[config.mk]
export PLATFORM = sky130hd
export DESIGN_NAME = ivec_ctrl
export DESIGN_NICKNAME = d
export VERILOG_FILES = /design/src/rtl/ivec_pkg.sv /design/src/rtl/ivec_top_find.sv /design/src/rtl/ivec_prio_merge.sv /design/src/rtl/ivec_ctrl.sv
export SDC_FILE = /design/constraint.sdc
export NUM_CORES = 2
export LEC_CHECK = 0
export ABC_CLOCK_PERIOD_IN_PS = 6250
export BUFFER_PORTS_ARGS = -buffer_cell sky130_fd_sc_hd__buf_2
export CAP_MARGIN = 20
export CORE_MARGIN = 4
export CORE_UTILIZATION = 45
export CTS_CLUSTER_SIZE = 20
export DETAILED_ROUTE_END_ITERATION = 6
export SKIP_CTS_REPAIR_TIMING = 1
export SYNTH_ARGS = -nofsm -noshare
export SYNTH_HDL_FRONTEND = slang
export SYNTH_HIERARCHICAL = 1
export SYNTH_SLANG_ARGS = --single-unit
export TNS_END_PERCENT = 5
[constraint.sdc]
create_clock -name clk -period 6.25 [get_ports clk]
set_input_delay 1.25 -clock clk [delete_from_list [all_inputs] [get_ports clk]]
set_output_delay 1.25 -clock clk [all_outputs]
set_load 0.01 [all_outputs]
[src/rtl/ivec_pkg.sv]
package ivec_pkg;
    localparam int VEC_COUNT = 256;
    localparam int VEC_W     = $clog2(VEC_COUNT);
    localparam int WORD_BITS = 32;
    localparam int CLASS_LSB = 4;

    typedef struct packed {
        logic [VEC_COUNT-1:0] pend;
        logic [VEC_COUNT-1:0] isr;
        logic [VEC_COUNT-1:0] tmr;
        logic [VEC_W-1:0]     tpr;
        logic                 eoi_v;
        logic [VEC_W-1:0]     eoi_vec;
        logic                 eoi_lvl;
    } ivec_state_t;
endpackage

[src/rtl/ivec_top_find.sv]
module ivec_top_find #(
    parameter int WIDTH  = 256,
    parameter int WORD_W = 32
) (
    input  logic [WIDTH-1:0]         bits,
    output logic                     found,
    output logic [$clog2(WIDTH)-1:0] index
);
    localparam int NWORD = WIDTH / WORD_W;
    localparam int IW    = $clog2(WIDTH);
    localparam int BW    = $clog2(WORD_W);

    function automatic logic [BW-1:0] top_bit(input logic [WORD_W-1:0] x);
        logic [BW-1:0] r;
        r = '0;
        for (int b = 0; b < WORD_W; b++) begin
            if (x[b]) r = BW'(b);
        end
        return r;
    endfunction

    logic [NWORD-1:0] word_any;
    logic [BW-1:0]    word_bit [NWORD];

    for (genvar w = 0; w < NWORD; w++) begin : g_word
        assign word_any[w] = |bits[w*WORD_W +: WORD_W];
        assign word_bit[w] = top_bit(bits[w*WORD_W +: WORD_W]);
    end

    always_comb begin
        found = |word_any;
        index = '0;
        for (int w = 0; w < NWORD; w++) begin
            if (word_any[w]) index = IW'(w * WORD_W + int'(word_bit[w]));
        end
    end
endmodule

[src/rtl/ivec_prio_merge.sv]
module ivec_prio_merge #(
    parameter int PW  = 8,
    parameter int LSB = 4
) (
    input  logic [PW-1:0] tpr,
    input  logic          isr_found,
    input  logic [PW-1:0] isr_top,
    output logic [PW-1:0] ppr
);
    logic [PW-1:0] isrv;

    always_comb begin
        isrv = isr_found ? isr_top : '0;
        if (tpr[PW-1:LSB] >= isrv[PW-1:LSB]) ppr = tpr;
        else                                 ppr = {isrv[PW-1:LSB], {LSB{1'b0}}};
    end
endmodule

[src/rtl/ivec_ctrl.sv]
module ivec_ctrl
    import ivec_pkg::*;
#(
    parameter int WORD_W = ivec_pkg::WORD_BITS
) (
    input  logic             clk,
    input  logic             rst_n,
    input  logic             enable,
    input  logic             acc_valid,
    input  logic [VEC_W-1:0] acc_vector,
    input  logic             acc_level,
    output logic             acc_ok,
    input  logic             ack,
    input  logic             eoi,
    input  logic             tpr_wr,
    input  logic [VEC_W-1:0] tpr_wdata,
    input  logic             cr_wr,
    input  logic [3:0]       cr_wdata,
    output logic [3:0]       cr_rdata,
    output logic             irq_valid,
    output logic [VEC_W-1:0] irq_vector,
    output logic [VEC_W-1:0] proc_prio,
    output logic             eoi_valid,
    output logic [VEC_W-1:0] eoi_vector,
    output logic             eoi_level
);
    localparam int CLS_W = VEC_W - CLASS_LSB;

    ivec_state_t st_d, st_q;

    logic             pend_found, isr_found;
    logic [VEC_W-1:0] pend_top, isr_top;
    logic             offer;

    ivec_top_find #(.WIDTH(VEC_COUNT), .WORD_W(WORD_W)) u_pend_find (
        .bits (st_q.pend),
        .found(pend_found),
        .index(pend_top)
    );

    ivec_top_find #(.WIDTH(VEC_COUNT), .WORD_W(WORD_W)) u_isr_find (
        .bits (st_q.isr),
        .found(isr_found),
        .index(isr_top)
    );

    ivec_prio_merge #(.PW(VEC_W), .LSB(CLASS_LSB)) u_prio (
        .tpr      (st_q.tpr),
        .isr_found(isr_found),
        .isr_top  (isr_top),
        .ppr      (proc_prio)
    );

    assign offer  = enable && pend_found &&
                    ({pend_top[VEC_W-1:CLASS_LSB], {CLASS_LSB{1'b0}}} > proc_prio);
    assign acc_ok = acc_valid && enable && !st_q.pend[acc_vector];

    always_comb begin
        st_d       = st_q;
        st_d.eoi_v = 1'b0;
        if (tpr_wr)     st_d.tpr = tpr_wdata;
        else if (cr_wr) st_d.tpr = {cr_wdata, {CLASS_LSB{1'b0}}};
        if (eoi && isr_found) begin
            st_d.isr[isr_top] = 1'b0;
            st_d.tmr[isr_top] = 1'b0;
            st_d.eoi_v        = 1'b1;
            st_d.eoi_vec      = isr_top;
            st_d.eoi_lvl      = st_q.tmr[isr_top];
        end
        if (ack && offer) begin
            st_d.isr[pend_top]  = 1'b1;
            st_d.pend[pend_top] = 1'b0;
        end
        if (acc_ok) begin
            st_d.pend[acc_vector] = 1'b1;
            st_d.tmr[acc_vector]  = acc_level;
        end
    end

    always_ff @(posedge clk) begin
        if (!rst_n) st_q <= '0;
        else        st_q <= st_d;
    end

    assign cr_rdata   = st_q.tpr[VEC_W-1:VEC_W-CLS_W];
    assign irq_valid  = offer;
    assign irq_vector = pend_top;
    assign eoi_valid  = st_q.eoi_v;
    assign eoi_vector = st_q.eoi_vec;
    assign eoi_level  = st_q.eoi_lvl;

    assert_ppr_floor_R3: assert property (@(posedge clk) disable iff (!rst_n)
        proc_prio >= st_q.tpr);

    assert_ack_moves_R5: assert property (@(posedge clk) disable iff (!rst_n)
        (ack && irq_valid) |=> (st_q.isr[$past(irq_vector)] && !st_q.pend[$past(irq_vector)]));

    assert_eoi_ignored_R7: assert property (@(posedge clk) disable iff (!rst_n)
        (eoi && st_q.isr == '0) |=> !eoi_valid);

    assert_accept_pends_R8: assert property (@(posedge clk) disable iff (!rst_n)
        acc_ok |=> st_q.pend[$past(acc_vector)]);

    assert_class_port_R10: assert property (@(posedge clk) disable iff (!rst_n)
        (cr_wr && !tpr_wr) |=> (cr_rdata == $past(cr_wdata)));
endmodule

======== Yosys cells after proc, flatten, opt, wreduce, memory -nomap -nowiden ========
Cells that the tools add are included.
operators by class
  bitwise operators ....................... 7
  reductions and logical operators ........ 29
  $lt $le $gt $ge ......................... 8
  $add $sub $neg .......................... 14
  mux-type cells .......................... 532
operators by type and width
  cell                 count
  $mux 5               258
  $mux 512             2
  $and 256x256->256    3
  $mux 256             2
  $mux 4               128
  $not 256->256        2
  $or 256x256->256     2
  $reduce_or 256->1    2
  $reduce_or 32->1     16
  $bwmux 256           1
  $mux 3               64
  $mux 8               18
  $add 8x5->8 const A  8
  $mux 2               32
  $add 7x5->8 const A  4
  $lt 8x9->1 const B   3
  $demux 1 s8          3
  $ge 8x1->1 const B   3
  $mux 1               21
  $bmux 1 s8           2
  $add 6x5->7 const A  2
  $mux 10              1
  $logic_and 1x1->1    9
  $gt 8x8->1           1
  3 further kinds      3
storage, ports and cells
  output and inout port bits .............. 32
  register bits after elaboration ......... 786
  logic and storage cells ................. 597
  bits of input ports ..................... 29

======== Depth between registers and ports, before layout ========
  word-level depth ........................ 50
  depth in mapped cells ................... 27
  depth with buffers taken out ............ 24

======== Hierarchy ========
Netlist, hierarchy kept.
by module, submodules not included
  module           times used  cells an instance  seq. area each (µm²)  area an instance (µm²)
  ivec_ctrl        1           3994               15735.1               35813.1
  ivec_top_find    2           539                0.0                   2997.9
  ivec_prio_merge  1           25                 0.0                   211.5

======== Worst setup path after synthesis ========
No wires, ideal clock.
  path type ............................... reg-to-reg
  start point ............................. register st_q[529] (netlist name)
  end point ............................... register st_q[618] (netlist name)
  setup slack ............................. 0.323 ns
  data required time ...................... 6.133 ns
  period minus slack after synthesis ...... 5.927 ns
  data arrival time ....................... 5.810 ns
  path buffers ............................ 2
  setup time .............................. 0.117 ns
  cell stages (with the launch flop) ...... 24
  cell sequence ........................... dfxtp_1 > or4_1 > nand2b_1 > or3_1 > nor2_1 > nand3_1 > or3_1 > and2_1 > ha_1 > nand2b_4 > a2111oi_4 > a21oi_2 > mux2i_1 > inv_1 > ha_1 > and4_1 > a21oi_1 > nand3_1 > or3b_2 > clkbuf_1 > nor2_1 > clkbuf_1 > nand2_1 > a32o_1
between the ends
  cells in the longest elaborated chain, start to end .. 12
  elaborated cells between the ends (all ways) .. 14
  classes of those cells .................. 1 x add/sub; 2 x order compare; 6 x mux; 1 x bitwise; 4 x reduce/logical
ends and longest elaborated chain
  element                            line                   RTL
  from (decl)                        ivec_ctrl.sv:29        ivec_state_t st_d, st_q;
  from (signal assigned)             ivec_ctrl.sv:82        else st_q <= st_d;
  $mux 5                             ivec_top_find.sv:17    if (x[b]) r = BW'(b);
  $add 8x5->8                        ivec_top_find.sv:34    if (word_any[w]) index = IW'(w * WORD_W + int'(word_bit[w]));
  $mux 8 *                           ivec_top_find.sv:34
  net isr_top[7]                     ivec_ctrl.sv:32        logic [VEC_W-1:0] pend_top, isr_top;
  $mux 8 *                           ivec_prio_merge.sv:13  isrv = isr_found ? isr_top : '0;
  $ge 4x4->1 *                       ivec_prio_merge.sv:14  if (tpr[PW-1:LSB] >= isrv[PW-1:LSB]) ppr = tpr;
  $mux 8 *                           ivec_prio_merge.sv:14
  net proc_prio[5]                   ivec_ctrl.sv:22        output logic [VEC_W-1:0] proc_prio,
  $gt 8x8->1 *                       ivec_ctrl.sv:55        ({pend_top[VEC_W-1:CLASS_LSB], {CLASS_LSB{1'b0}}} > proc_prio);
  $logic_and 1x1->1 *                ivec_ctrl.sv:54        assign offer = enable && pend_found &&
  $logic_and 1x1->1 *                ivec_ctrl.sv:70        if (ack && offer) begin
  $mux 512 *                         ivec_ctrl.sv:70
  $or 256x256->256 (no source line)  n/a
  $mux 256 *                         ivec_ctrl.sv:74        if (acc_ok) begin
Mark *: on every way through the listed nets, which the timed path passes. The rest lies on a longest branch.
A chain may end at the register's enable or synchronous reset.

======== Worst setup path in the final report ========
  start point ............................. register st_q[414] (netlist name)
  end point ............................... output irq_valid
between the ends
  cells in the longest elaborated chain, start to end .. 30
  elaborated cells between the ends (all ways) .. 32
  classes of those cells .................. 1 x add/sub; 2 x order compare; 26 x mux; 3 x reduce/logical
ends and longest elaborated chain
  element                 line                   RTL
  $mux 4 (4 in series)    ivec_top_find.sv:17
  $mux 5 (16 in series)   ivec_top_find.sv:17
  $add 8x5->8             ivec_top_find.sv:34
  $mux 8 * (4 in series)  ivec_top_find.sv:34
  net isr_top[7]          ivec_ctrl.sv:32
  $mux 8 *                ivec_prio_merge.sv:13
  $ge 4x4->1              ivec_prio_merge.sv:14
  $mux 8 *                ivec_prio_merge.sv:14
  $gt 8x8->1 *            ivec_ctrl.sv:55
  $logic_and 1x1->1 *     ivec_ctrl.sv:54
  to (decl)               ivec_ctrl.sv:20        output logic irq_valid,
Marked as above.

==> results.cfg <==
[logic_synthesis]
synth-async-reset-ratio = 0
synthFlopType = dfxtp_1
syn-num-nets = 5134
ys_seq_elements = 786
ys_seq_area_frac = 0.374
synth_edf_count = 0
yosysWarnings = 6
syn-instance-count = 5097
synth.distinct_cells = 82
syn_avg_cell_area_um2 = 8.24
synth_area_um2 = 42000

[min_path]
holdCritPathClass = reg2reg

[clock_network]
clock_latency_ns = 0.71
clk_path_buf_depth = 3
root_buffer = clkbuf_16
cts_tree = built
cts.htree.levels = 3
clock-sinks = 786
path_clk_slew_ns = 0.06
cts-buffers-inserted = 87

[routing]
drt_iter0_markers = 8420
wirelength_mm = 213
drt_pass1_iterations = 7
ant_nets = 0
drc = 2
drt-wirelength-per-cell_um = 32.7
vias = 46400
via_per_inst = 7.10

[floorplanning]
std_cell_rows = 111
start_util = 0.456
die_area_um2 = 98300
ios = 61
die_w_um = 314
die_h_um = 314
core_um2 = 92200

[sta]
fin_ws_ns = -0.184
period_share = 1.03
setup_viol = 2
fin_crit_ns = 6.43
drv_slew = 0
max_slew_margin = 0.0724
finalHoldViolCount = 0
worst_pin_slew_ns = 1.39
rsz0062_at_grt = yes
fmaxAchievable_mhz = 155
finalClockSkew_ns = 0.0284

[placed_design]
place_area_um2 = 45400
hpwlAfterDp_mm = 147
routabilityCongestion = 1.05
io_buffer_count = 60

[global_route]
overflow = 0
grt_pass1_wl_mm = 298
grt_pass1_vias = 41500
grt_usage = 0.414
grt_max_degree = 188
antenna_found_initial = 8

[setup_path]
required_ns = 5.00
worstPathMaxFanout = 5
startpoint_type = register
critPathKind = reg2out
end_kind = primary output
rrSetupSlack_ns = 0.35
worstPathArrival_ns = 5.18

[flow_run]
max_cap_violations = 0

[power_and_ir_drop]
ir_drop_uv = 208
p_leak_nw = 17.5
p_per_area_nw_per_um2 = 230
power_mw = 11.2

[finish]
area_growth_pct = 16.3
fillers = 8776
nets = 5244
drive_gt1_frac = 0.177
most-common-layout-cells = dfxtp_1, a21oi_1, o21ai_0
final_common_cell = dfxtp_1
fin_area_um2 = 48900

[status]
outcome = complete, but fails checks
violations = DRC, setup timing
[routing by layer]
metal	share of wire	vias to the layer above	wire [um]	global-route usage
met3	0.15	855	31100	0.135
met4	0.081	2	17300	0.265
met2	0.40	3691	85700	0.579
met5	0.000061	-	13	0
met1	0.37	22400	79300	0.546
li1	-	19400	-	-
[final cells by class]
| class | instances | area, um2 | area share |
|---|---|---|---|
| multi-input combinational | 3758 | 24500 | 0.502 |
| sequential | 786 | 15700 | 0.322 |
| timing repair buffer | 467 | 3740 | 0.0765 |
| clock buffer | 125 | 2490 | 0.0510 |
| tap | 1243 | 1560 | 0.0318 |
| inverter | 107 | 409 | 0.00837 |
| clock inverter | 31 | 399 | 0.00817 |
| antenna | 8 | 20.0 | 0.000410 |
[critical path, stage by stage (launching register included)]
cell	delay (ns)
dfxtp_1	0.36
nor4_4	0.31
buf_4	0.16
nand4_1	0.28
or2_4	0.37
nor2_4	0.20
nand3_2	0.12
or3_4	0.34
buf_6	0.16
nand2_1	0.16
ha_1	0.24
o21ai_1	0.11
a21oi_4	0.28
mux2i_2	0.27
inv_1	0.10
ha_4	0.22
a21o_1	0.15
a21o_1	0.18
a21o_1	0.17
and2_4	0.16
buf_6	0.12
[kinds of logic (layout without fill, tap and decap cells)]
kind of cell | Yosys count | after routing | share of synthesized area
AND/OR/NAND/NOR | 1778 | 1778 | 0.207
adder cells (fa/ha/maj) | 8 | 8 | 0.00238
AO/OA/AOI/OAI | 1659 | 1659 | 0.244
buffers and inverters | 553 | 730 | 0.0585
other | 0 | 8 | 0
flip-flops | 786 | 786 | 0.374
multiplexers | 313 | 313 | 0.115
[power breakdown]
part | leakage, nW | internal (mW) | switching [mW]
registers | 6.33 | 5.01 | 0.00636
logic | 9.74 | 0.179 | 0.681
clock network | 1.42 | 3.00 | 2.35
[Yosys cell counts, drive strengths merged (9+ instances only)]
library cell,count,area [um2]
or2,13,81.3
mux4,132,2990
o311ai,16,140
a22oi,125,938
a32o,64,641
o21ai,496,2480
a31oi,76,475
and2,19,119
mux2i,172,1720
nor4,134,907
a21oi,534,2680
nand4,189,1180
o211ai,59,443
or3,10,62.6
or4,28,225
o21bai,12,90.1
inv,106,398
o31ai,27,203
a31o,30,263
nand2,434,1630
a211oi,24,213
nand2b,42,270
nor2,480,1820
clkbuf,334,1260
o221ai,66,578
dfxtp,786,15700
mux2,9,105
buf,112,798
nor3,115,586
nand3,235,1190
and4,21,184
o21a,57,429
nor2b,36,225
a221oi,9,78.8
a2111oi,9,97.6
[flip-flops by register name, summed over array words and instances, names as in the netlist]
name and cells:
st_q 772, eoi_level 1, eoi_valid 1, cr_rdata 4, eoi_vector 8
[through the flow]
stage	worst slack (ns)	hold WS, ns	utilization	cells	TNS [ns]
2_1_floorplan	0.323	0.437	-	5097	0
3_3_place_gp	-0.0000187	0.442	0.493	6345	-0.0000187
3_5_place_dp	-0.101	0.449	0.493	6346	-2.12
4_1_cts	-0.802	0.462	0.524	6502	-5.86
5_1_grt	-0.247	0.479	0.530	6517	-0.247
6_report	-0.184	0.459	0.530	6525	-0.262
[final timing paths]
path	start	to	depth (start not counted)
worst min-delay path	eoi_vector[6]	eoi_vector[6]	2
worst max-delay path	st_q[414]	irq_valid	20
worst min register to register	eoi_vector[6]	eoi_vector[6]	2
worst max register to register	st_q[414]	st_q[649]	23
(Power assumes the default switching activity.)
